$ cat config.mk
export PLATFORM = sky130hd
export DESIGN_NAME = mcyc_core
export DESIGN_NICKNAME = d
export VERILOG_FILES = /design/src/rtl/mcyc_pkg.sv /design/src/rtl/mcyc_ctrl.sv /design/src/rtl/mcyc_alu.sv /design/src/rtl/mcyc_regfile.sv /design/src/rtl/mcyc_core.sv
export SDC_FILE = /design/constraint.sdc
export NUM_CORES = 2
export LEC_CHECK = 0
export BUFFER_PORTS_ARGS = -buffer_cell sky130_fd_sc_hd__buf_2
export CAP_MARGIN = 10
export CORE_MARGIN = 4
export CORE_UTILIZATION = 53
export CTS_CLUSTER_SIZE = 8
export DETAILED_ROUTE_END_ITERATION = 10
export PLACE_DENSITY_LB_ADDON = 0.25
export RECOVER_POWER = 50
export SLEW_MARGIN = 20
export SYNTH_ARGS = -nofsm -noshare
export SYNTH_HDL_FRONTEND = slang
export SYNTH_HIERARCHICAL = 1
export SYNTH_SLANG_ARGS = --single-unit
$ cat constraint.sdc
create_clock -name clk_i -period 8 [get_ports clk_i]
set_input_delay 1.6 -clock clk_i [delete_from_list [all_inputs] [get_ports clk_i]]
set_output_delay 1.6 -clock clk_i [all_outputs]
set_load 0.02 [all_outputs]
$ cat src/rtl/mcyc_pkg.sv
package mcyc_pkg;
  localparam int RA_W = 5;

  localparam logic [5:0] OP_RTYPE = 6'b000000;
  localparam logic [5:0] OP_LW    = 6'b100011;
  localparam logic [5:0] OP_SW    = 6'b101011;
  localparam logic [5:0] OP_BEQ   = 6'b000100;
  localparam logic [5:0] OP_J     = 6'b000010;
  localparam logic [5:0] FN_SUB   = 6'b100010;

  localparam logic [1:0] SB_REG  = 2'b00;
  localparam logic [1:0] SB_FOUR = 2'b01;
  localparam logic [1:0] SB_IMM  = 2'b10;
  localparam logic [1:0] SB_OFS  = 2'b11;

  localparam logic [1:0] AO_ADD = 2'b00;
  localparam logic [1:0] AO_SUB = 2'b01;
  localparam logic [1:0] AO_FN  = 2'b10;

  localparam logic [1:0] PS_ALU = 2'b00;
  localparam logic [1:0] PS_OUT = 2'b01;
  localparam logic [1:0] PS_JMP = 2'b10;

  typedef enum logic [3:0] {
    S_FETCH, S_DECODE, S_EXEC, S_ALU_WB, S_ADDR,
    S_LOAD, S_LOAD_WB, S_STORE, S_BRANCH, S_JUMP
  } state_e;

  typedef struct packed {
    logic       iord;
    logic       ir_wr;
    logic       mem_rd;
    logic       mem_wr;
    logic       src_a;
    logic [1:0] src_b;
    logic [1:0] alu_op;
    logic [1:0] pc_src;
    logic       pc_wr;
    logic       pc_wr_cond;
    logic       reg_dst;
    logic       mem_to_reg;
    logic       reg_wr;
  } ctrl_t;
endpackage

$ cat src/rtl/mcyc_ctrl.sv
module mcyc_ctrl
  import mcyc_pkg::*;
(
  input  logic       clk_i,
  input  logic       rst_ni,
  input  logic [5:0] opcode_i,
  output ctrl_t      ctrl_o
);
  state_e state_q, state_d;

  always_ff @(posedge clk_i or negedge rst_ni) begin
    if (!rst_ni) state_q <= S_FETCH;
    else         state_q <= state_d;
  end

  always_comb begin
    state_d = S_FETCH;
    unique case (state_q)
      S_FETCH:  state_d = S_DECODE;
      S_DECODE: begin
        case (opcode_i)
          OP_RTYPE:     state_d = S_EXEC;
          OP_LW, OP_SW: state_d = S_ADDR;
          OP_BEQ:       state_d = S_BRANCH;
          OP_J:         state_d = S_JUMP;
          default:      state_d = S_FETCH;
        endcase
      end
      S_EXEC:   state_d = S_ALU_WB;
      S_ADDR:   state_d = (opcode_i == OP_LW) ? S_LOAD : S_STORE;
      S_LOAD:   state_d = S_LOAD_WB;
      default:  state_d = S_FETCH;
    endcase
  end

  // unnamed selects stay zero in every state
  always_comb begin
    ctrl_o = '0;
    unique case (state_q)
      S_FETCH: begin
        ctrl_o.mem_rd = 1'b1;
        ctrl_o.ir_wr  = 1'b1;
        ctrl_o.src_b  = SB_FOUR;
        ctrl_o.pc_wr  = 1'b1;
      end
      S_DECODE: ctrl_o.src_b = SB_OFS;
      S_EXEC: begin
        ctrl_o.src_a  = 1'b1;
        ctrl_o.alu_op = AO_FN;
      end
      S_ALU_WB: begin
        ctrl_o.reg_dst = 1'b1;
        ctrl_o.reg_wr  = 1'b1;
      end
      S_ADDR: begin
        ctrl_o.src_a = 1'b1;
        ctrl_o.src_b = SB_IMM;
      end
      S_LOAD: begin
        ctrl_o.mem_rd = 1'b1;
        ctrl_o.iord   = 1'b1;
      end
      S_LOAD_WB: begin
        ctrl_o.mem_to_reg = 1'b1;
        ctrl_o.reg_wr     = 1'b1;
      end
      S_STORE: begin
        ctrl_o.iord   = 1'b1;
        ctrl_o.mem_wr = 1'b1;
      end
      S_BRANCH: begin
        ctrl_o.src_a      = 1'b1;
        ctrl_o.alu_op     = AO_SUB;
        ctrl_o.pc_wr_cond = 1'b1;
        ctrl_o.pc_src     = PS_OUT;
      end
      S_JUMP: begin
        ctrl_o.pc_wr  = 1'b1;
        ctrl_o.pc_src = PS_JMP;
      end
      default: ;
    endcase
  end
endmodule

$ cat src/rtl/mcyc_alu.sv
module mcyc_alu
  import mcyc_pkg::*;
#(
  parameter int W = 32
) (
  input  logic [W-1:0] a_i,
  input  logic [W-1:0] b_i,
  input  logic [1:0]   op_i,
  input  logic [5:0]   funct_i,
  output logic [W-1:0] y_o,
  output logic         zero_o
);
  logic do_sub;

  assign do_sub = (op_i == AO_SUB) || ((op_i == AO_FN) && (funct_i == FN_SUB));
  assign y_o    = do_sub ? (a_i - b_i) : (a_i + b_i);
  assign zero_o = (y_o == '0);
endmodule

$ cat src/rtl/mcyc_regfile.sv
module mcyc_regfile #(
  parameter int W  = 32,
  parameter int N  = 32,
  localparam int AW = $clog2(N)
) (
  input  logic          clk_i,
  input  logic          rst_ni,
  input  logic [AW-1:0] ra1_i,
  input  logic [AW-1:0] ra2_i,
  output logic [W-1:0]  rd1_o,
  output logic [W-1:0]  rd2_o,
  input  logic          we_i,
  input  logic [AW-1:0] wa_i,
  input  logic [W-1:0]  wd_i
);
  logic [W-1:0] regs [N];

  for (genvar g = 0; g < N; g++) begin : g_reg
    if (g == 0) begin : g_zero
      assign regs[g] = '0;
    end else begin : g_store
      always_ff @(posedge clk_i or negedge rst_ni) begin
        if (!rst_ni)                              regs[g] <= '0;
        else if (we_i && (wa_i == AW'(g)))        regs[g] <= wd_i;
      end
    end
  end

  assign rd1_o = regs[ra1_i];
  assign rd2_o = regs[ra2_i];
endmodule

$ cat src/rtl/mcyc_core.sv
module mcyc_core
  import mcyc_pkg::*;
#(
  parameter int          DATA_W   = 32,
  parameter int          REG_N    = 32,
  parameter logic [31:0] START_PC = 32'h0
) (
  input  logic              clk_i,
  input  logic              rst_ni,
  output logic [DATA_W-1:0] mem_addr_o,
  output logic [DATA_W-1:0] mem_wdata_o,
  input  logic [DATA_W-1:0] mem_rdata_i,
  output logic              mem_rd_o,
  output logic              mem_wr_o,
  output logic [DATA_W-1:0] dbg_pc_o,
  output logic [DATA_W-1:0] dbg_ir_o,
  output logic [DATA_W-1:0] dbg_mdr_o,
  output logic [DATA_W-1:0] dbg_a_o,
  output logic [DATA_W-1:0] dbg_b_o,
  output logic [DATA_W-1:0] dbg_alu_out_o,
  output logic              iord_o,
  output logic              ir_wr_o,
  output logic              src_a_o,
  output logic [1:0]        src_b_o,
  output logic [1:0]        alu_op_o,
  output logic [1:0]        pc_src_o,
  output logic              pc_wr_o,
  output logic              pc_wr_cond_o,
  output logic              reg_dst_o,
  output logic              mem_to_reg_o,
  output logic              reg_wr_o
);
  localparam int IMM_PAD = DATA_W - 16;

  ctrl_t             c;
  logic [DATA_W-1:0] pc_q, ir_q, mdr_q, a_q, b_q, alu_out_q;
  logic [DATA_W-1:0] imm_ext, op_a, op_b, alu_y, pc_d, rd1, rd2, wd;
  logic [RA_W-1:0]   wa;
  logic              alu_zero, pc_en;

  mcyc_ctrl u_ctrl (
    .clk_i    (clk_i),
    .rst_ni   (rst_ni),
    .opcode_i (ir_q[31:26]),
    .ctrl_o   (c)
  );

  assign imm_ext = {{IMM_PAD{ir_q[15]}}, ir_q[15:0]};
  assign op_a    = c.src_a ? a_q : pc_q;

  always_comb begin
    unique case (c.src_b)
      SB_REG:  op_b = b_q;
      SB_FOUR: op_b = DATA_W'(4);
      SB_IMM:  op_b = imm_ext;
      default: op_b = {imm_ext[DATA_W-3:0], 2'b00};
    endcase
  end

  mcyc_alu #(.W(DATA_W)) u_alu (
    .a_i     (op_a),
    .b_i     (op_b),
    .op_i    (c.alu_op),
    .funct_i (ir_q[5:0]),
    .y_o     (alu_y),
    .zero_o  (alu_zero)
  );

  assign wa = c.reg_dst ? ir_q[15:11] : ir_q[20:16];
  assign wd = c.mem_to_reg ? mdr_q : alu_out_q;

  mcyc_regfile #(.W(DATA_W), .N(REG_N)) u_rf (
    .clk_i  (clk_i),
    .rst_ni (rst_ni),
    .ra1_i  (ir_q[25:21]),
    .ra2_i  (ir_q[20:16]),
    .rd1_o  (rd1),
    .rd2_o  (rd2),
    .we_i   (c.reg_wr),
    .wa_i   (wa),
    .wd_i   (wd)
  );

  always_comb begin
    unique case (c.pc_src)
      PS_OUT:  pc_d = alu_out_q;
      PS_JMP:  pc_d = {pc_q[DATA_W-1:DATA_W-4], ir_q[25:0], 2'b00};
      default: pc_d = alu_y;
    endcase
  end

  assign pc_en = c.pc_wr | (c.pc_wr_cond & alu_zero);

  always_ff @(posedge clk_i or negedge rst_ni) begin
    if (!rst_ni) begin
      pc_q      <= START_PC;
      ir_q      <= '0;
      mdr_q     <= '0;
      a_q       <= '0;
      b_q       <= '0;
      alu_out_q <= '0;
    end else begin
      if (pc_en)   pc_q <= pc_d;
      if (c.ir_wr) ir_q <= mem_rdata_i;
      mdr_q     <= c.mem_rd ? mem_rdata_i : '0;
      a_q       <= rd1;
      b_q       <= rd2;
      alu_out_q <= alu_y;
    end
  end

  assign mem_addr_o    = c.iord ? alu_out_q : pc_q;
  assign mem_wdata_o   = b_q;
  assign mem_rd_o      = c.mem_rd;
  assign mem_wr_o      = c.mem_wr;
  assign dbg_pc_o      = pc_q;
  assign dbg_ir_o      = ir_q;
  assign dbg_mdr_o     = mdr_q;
  assign dbg_a_o       = a_q;
  assign dbg_b_o       = b_q;
  assign dbg_alu_out_o = alu_out_q;
  assign iord_o        = c.iord;
  assign ir_wr_o       = c.ir_wr;
  assign src_a_o       = c.src_a;
  assign src_b_o       = c.src_b;
  assign alu_op_o      = c.alu_op;
  assign pc_src_o      = c.pc_src;
  assign pc_wr_o       = c.pc_wr;
  assign pc_wr_cond_o  = c.pc_wr_cond;
  assign reg_dst_o     = c.reg_dst;
  assign mem_to_reg_o  = c.mem_to_reg;
  assign reg_wr_o      = c.reg_wr;
endmodule

---- Yosys cells after proc, flatten, opt, wreduce, memory -nomap -nowiden ----
Cells that the tools add are included.
word-level totals
  flip-flop bits (word level) ............. 1188
  output and inout port bits .............. 272
cells by class
  add/sub/neg operators ................... 2
  magnitude comparators ................... 2
  eq/ne operators ......................... 51
  muxes and demuxes ....................... 30
  bitwise gates (word level) .............. 5
  reductions and logical operators ........ 44
operators by type and width
  kind                  count
  $bmux W32 S5          2
  $mux W32              9
  $pmux W32 S3          1
  $eq A5 B5 Y1 const B  16
  $pmux W32 S2          1
  $eq A5 B4 Y1 const B  8
  $add A32 B32 Y32      1
  $logic_and A1 B1 Y1   32
  $logic_not A32 Y1     1
  $sub A32 B32 Y32      1
  $eq A5 B3 Y1 const B  4
  $pmux W4 S5           1
  $eq A6 B6 Y1 const B  3
  $eq A4 B3 Y1 const B  4
  $pmux W4 S4           1
  $ge A6 B6 Y1 const B  2
  $not A5 Y6            2
  $eq A5 B2 Y1 const B  2
  $mux W1               10
  $reduce_or A2 Y1      5
  $eq A4 B2 Y1 const B  2
  $eq A4 B4 Y1 const B  2
  $pmux W2 S2           2
  $eq A2 B1 Y1 const B  3
  other kinds (17)      19

---- Logic depth before layout (Yosys ltp) ----
  depth after elaboration ................. 10
  gate-level depth with buffers ........... 30

---- Modules after synthesis ----
The synthesis kept the hierarchy.
by module, submodules not included
  module        instances  cells an instance  area an instance (sq um)
  mcyc_regfile  1          3639               53226.0
  mcyc_core     1          620                8484.4
  mcyc_alu      1          351                2423.6
  mcyc_ctrl     1          54                 412.9

---- Worst setup path before layout ----
Ideal clock, no wire load.
  kind .................................... register to register
  start point ............................. register u_ctrl.state_q[2]
  end point ............................... register pc_q[30] (netlist: dbg_pc_o[30])
  setup time .............................. 128 ps
  arrival ................................. 7181 ps
  data required time ...................... 7872 ps
  setup slack ............................. 691 ps
  cell stages (with the launch flop) ...... 25
  buffers on the path ..................... 3
  clock period less this slack ............ 7309 ps
  path through ............................ dfrtp_1 > clkbuf_1 > clkbuf_1 > nor3_1 > buf_4 > mux2_2 > a22o_1 > or4_1 > or4_1 > o31ai_1 > xor2_1 > ha_1 > and3_4 > and3_1 > a21o_1 > or3_1 > a2111oi_0 > or4b_1 > or4_1 > nor4_2 > nand4b_1 > nor4_2 > a21oi_2 > or2_1 > mux2_1
on the way
  longest elaborated chain between the ends .. 10
  elaborated cells between the ends (all ways) .. 34
  classes of those cells .................. add/sub: 2; eq/ne: 11; mux: 10; bitwise: 3; reduce/logical: 8
ends and longest elaborated chain
  what                                                  RTL line          RTL
  start, declared                                       mcyc_ctrl.sv:9    state_e state_q, state_d;
  start signal, assigned                                mcyc_ctrl.sv:13   else state_q <= state_d;
  $eq A4 B3 Y1 (tied with other cells)                  mcyc_ctrl.sv:39   unique case (state_q)
  $pmux W2 S3 *                                         mcyc_ctrl.sv:39
  via src_b_o[0]                                        mcyc_core.sv:24   output logic [1:0] src_b_o,
  $eq A2 B2 Y1 (tied with other cells)                  mcyc_core.sv:52   unique case (c.src_b)
  $pmux W32 S3 *                                        mcyc_core.sv:52
  via op_b[5]                                           mcyc_core.sv:37   logic [DATA_W-1:0] imm_ext, op_a, op_b, alu_y, pc_d, rd1, rd2, wd;
  $add A32 B32 Y32 or $sub A32 B32 Y32 (tied branches)  mcyc_alu.sv:16    assign y_o = do_sub ? (a_i - b_i) : (a_i + b_i);
  $mux W32 *                                            mcyc_alu.sv:16
  $logic_not A32 Y1 *                                   mcyc_alu.sv:17    assign zero_o = (y_o == '0);
  via alu_zero                                          mcyc_core.sv:39   logic alu_zero, pc_en;
  $and A1 B1 Y1 *                                       mcyc_core.sv:92   assign pc_en = c.pc_wr | (c.pc_wr_cond & alu_zero);
  $or A1 B1 Y1 *                                        mcyc_core.sv:92
  $reduce_and A2 Y1 (no source line) *                  n/a
  end signal, assigned                                  mcyc_core.sv:103  if (pc_en) pc_q <= pc_d;
  end, declared                                         mcyc_core.sv:36   logic [DATA_W-1:0] pc_q, ir_q, mdr_q, a_q, b_q, alu_out_q;
The timed path passes the listed nets; every way through them passes the cells marked *.
A chain may end at the register's enable or synchronous reset.

---- Worst setup path in the final report ----
  start point ............................. register u_ctrl.state_q[2]
  end point ............................... register pc_q[30] (netlist: dbg_pc_o[30])
on the way
  longest elaborated chain between the ends .. 10
  elaborated cells between the ends (all ways) .. 34
  classes of those cells .................. add/sub: 2; eq/ne: 11; mux: 10; bitwise: 3; reduce/logical: 8
ends and longest elaborated chain
  what                                                  RTL line
  $eq A4 B3 Y1 (tied with other cells)                  mcyc_ctrl.sv:39
  $pmux W2 S3 *                                         mcyc_ctrl.sv:39
  $eq A2 B2 Y1 (tied with other cells)                  mcyc_core.sv:52
  $pmux W32 S3 *                                        mcyc_core.sv:52
  via op_b[2]                                           mcyc_core.sv:37
  $add A32 B32 Y32 or $sub A32 B32 Y32 (tied branches)  mcyc_alu.sv:16
  $mux W32 *                                            mcyc_alu.sv:16
  $logic_not A32 Y1 *                                   mcyc_alu.sv:17
  via alu_zero                                          mcyc_core.sv:39
  $and A1 B1 Y1 *                                       mcyc_core.sv:92
  $or A1 B1 Y1 *                                        mcyc_core.sv:92
  $reduce_and A2 Y1 (no source line) *                  n/a
Marks and branches as above.

==> results_dict.tcl <==
set metrics [dict create \
    yosysSeqAreaShare_pct 46.1 \
    placed_cells 6191 \
    min_path_cells 1 \
    final_nets 4818 \
    final_cell_mix "dfrtp_1 (1,178), mux2_2 (1,074), mux4_2 (384)" \
    fmax_ghz 0.131 \
    wl_per_cell_um 31.7 \
    cp_slowest_cell "or4b_1" \
    layout.cells.non_filler 6384 \
    finalSetupViolations 0 \
    run_status "finished, violations left" \
    dp_hpwl_um 122000 \
    cts_made_buffers 166 \
    ys_types 73 \
    cp-end-kind "flop" \
    worst_pin_slew_ns 5.24 \
    relSlewSlack_pct -250 \
    final_common_cell "dfrtp_1" \
    clock_latency_ns 0.78 \
    ys.flop_type "dfrtp_1" \
    fp.dieW_um 357 \
    powerDensity_nw_per_um2 453 \
    area_growth_pct 10.3 \
    hold_violations 0 \
    crit_path_max_incr_delay_ns 0.59 \
    antenna_found_initial 6 \
    worstPathMaxFanout 20 \
    synth_top_area_share_pct 46.1 \
    critical_path.most_common_cell "or4_1" \
    cap_viol_max_count 5 \
    cts_tree "done" \
    drc 0 \
    crit_type "reg2reg" \
    place_congestion 0.945 \
    clock-root-buffer "clkbuf_16" \
    slew_viol_final 422 \
    grt_pass1_vias 44487 \
    coreArea_sq_um 120000 \
    path_clk_slew_ns 0.05 \
    syn-instance-count 4664 \
    synth-edff-count 0 \
    max-vdd-ir-drop_uv 329 \
    ys_seq_elements 1188 \
    ant_nets 0 \
    vias 43500 \
    initial_utilization_pct 53.6 \
    fp.dieArea_sq_um 127000 \
    drive_above_1_share_pct 43.7 \
    critical_path_arrival_ns 8.28 \
    postSynth.asyncResetShare_pct 100 \
    power.static_leakage_uw 0.0333 \
    cts_sinks 1188 \
    final.setup.tns_ns 0 \
    reg2reg_depth 23 \
    cp.required_ns 8.64 \
    htreeDepth 4 \
    grt_util_all_layers_pct 31.5 \
    period_minus_slack_ns 7.64 \
    rsz0062_at_grt "false" \
    start_kind "flop" \
    cp.depth 23 \
    cp_cell_sequence "buf_4 -> or4b_1 -> o21ai_2 -> buf_4 -> a21oi_1 -> or4_1 -> or4_1 -> o31ai_2 -> xor2_1 -> ha_1 -> and3_4 -> and3_1 -> a21o_1 -> or3_1 -> a2111oi_1 -> or4b_1 -> or4_1 -> nor4_2 -> nand4b_1 -> nor4_4 -> a21oi_4 -> or2_4 -> mux2_1" \
    grt_max_degree 171 \
    overflow 0 \
    synth_area_per_cell_sq_um 13.8 \
    die_y_um 357 \
    fin_worst_skew_ns 0.0230 \
    top_level_ports 306 \
    ys.warnings.count 6 \
    grt_first_pass_wirelength_um 298000 \
    num_rows 127 \
    firstDrtPassIters 8 \
    syn-num-nets 4733 \
    violations "capacitance limit, slew limit" \
    io_buffers 305 \
    dr.first_iter.drc_count 3891 \
    synth.area.top_cells "dfrtp_1 (46%), mux2_2 (19%), mux4_2 (13%)" \
    wl_um 202000 \
    n_fill_cell 9423 \
    min_path_type "reg2reg" \
    yosysTopAreaCell "dfrtp_1" \
    cpLargestDelayFamily "simple AND/OR/NAND/NOR gates" \
    synth_area_sq_um 64500 \
    via_per_inst 6.81 \
    period_share_pct 95.5 \
    cp.buffers_inverters 2 \
    clk_path_buf_depth 3 \
]
-- final timing paths --
kind,start,end,slack [ns]
hold reg to reg,u_rf/regs[181],u_rf/regs[181],0.50
hold / removal,u_rf/regs[181],u_rf/regs[181],0.50
setup reg to reg,u_ctrl/state_q[2],dbg_pc_o[30],0.36
min in group asynchronous,rst_ni,u_rf/regs[762],2.97
max in group asynchronous,rst_ni,u_rf/regs[136],1.09
setup / recovery,u_ctrl/state_q[2],dbg_pc_o[30],0.36
-- synthesized netlist by cell type, types with 11 or more instances --
cell,count
o21a_1,11
xor2_1,30
a221oi_2,16
mux2i_1,166
nor2b_1,41
a22o_1,205
xnor2_1,27
mux4_2,384
ha_1,34
buf_2,143
a211oi_1,66
dfrtp_1,1188
clkbuf_1,230
nor3_1,21
or3_1,12
a21oi_1,35
o21ai_0,25
a21o_1,24
nand2_1,145
mux2_2,1074
o21ai_1,72
buf_6,21
a221oi_1,12
and2_1,70
inv_1,17
mux2_1,128
nor2_1,52
buf_4,81
and3_1,35
buf_1,23
o22ai_1,65
o31ai_1,90
-- state kept, by name (all words and copies together), names as in the netlist --
| signal | cells |
|---|---|
| dbg_mdr_o | 32 |
| u_rf/regs | 992 |
| dbg_b_o | 32 |
| dbg_alu_out_o | 32 |
| dbg_a_o | 32 |
| u_ctrl/state_q | 4 |
| dbg_ir_o | 32 |
| dbg_pc_o | 32 |
-- kinds of logic after synthesis --
family | Yosys count | synth area share, %
adders and majority gates | 35 | 0.690
DFF | 1188 | 46.1
AOI/OAI and AO/OA | 665 | 7.80
muxes | 1752 | 36.9
and+or+nand+nor | 450 | 3.73
xor gates and xnor gates | 57 | 0.773
buffers and inverters | 517 | 4.00
-- power by group --
part / internal [uW] / total [uW] / switching [uW]
Combinational: 6500 / 15100 / 8620
Clock: 3750 / 6260 / 2510
Sequential: 8420 / 10900 / 2440
Total: 18700 / 32200 / 13600
-- layer usage --
metal  wire (um)  vias up  track usage, %  share of wire (%)
li1            -    17878               -                  -
met1       81400    22985            42.6                 40
met2       93200     2186            49.1                 46
met3       20500      447            8.84                 10
met4        7010        4            11.5                3.5
met5          27        -               0              0.013
-- layout make-up --
| type | instances | area (sq um) | area share, % |
|---|---|---|---|
| Multi-Input combinational cell | 2960 | 32600 | 45.7 |
| Sequential cell | 1188 | 29800 | 41.8 |
| Tap cell | 1612 | 2020 | 2.83 |
| Clock inverter | 8 | 113 | 0.158 |
| Antenna cell | 3 | 7.51 | 0.0105 |
| Clock buffer | 180 | 4320 | 6.07 |
| Timing Repair Buffer | 415 | 2330 | 3.27 |
| Inverter | 18 | 67.6 | 0.0949 |
-- worst reg2reg max path: stages (launching register included) --
cell       delay (ns)
dfrtp_1          0.41
buf_4            0.20
or4b_1           0.59
o21ai_2          0.16
buf_4            0.31
a21oi_1          0.20
or4_1            0.46
or4_1            0.50
o31ai_2          0.22
xor2_1           0.17
ha_1             0.31
and3_4           0.23
and3_1           0.18
a21o_1           0.25
or3_1            0.34
a2111oi_1        0.37
or4b_1           0.52
or4_1            0.50
nor4_2           0.25
nand4b_1         0.19
nor4_4           0.32
a21oi_4          0.18
or2_4            0.34
mux2_1           0.31
-- per-stage QoR --
stage	instance area, sq um	power [uW]	util (%)	setup slack, ns	hold WS (ns)
2_1_floorplan	64500	20900	-	0.691	0.470
3_3_place_gp	66800	25500	55.5	0.315	0.482
3_5_place_dp	66800	25800	55.5	0.233	0.492
4_1_cts	71300	32100	59.2	0.226	0.503
5_1_grt	71200	33700	59.1	0.00569	0.523
6_report	71200	32200	59.1	0.356	0.501
-- repair_timing --
| action | in CTS | in global routing |
|---|---|---|
| buffers inserted | 0 | 1 |
| setup endpoints to repair | 0 | 20 |
| hold buffers | 0 | 0 |
| resized for setup | 0 | 7 |
Note: power is estimated with default switching activity, not from simulation.
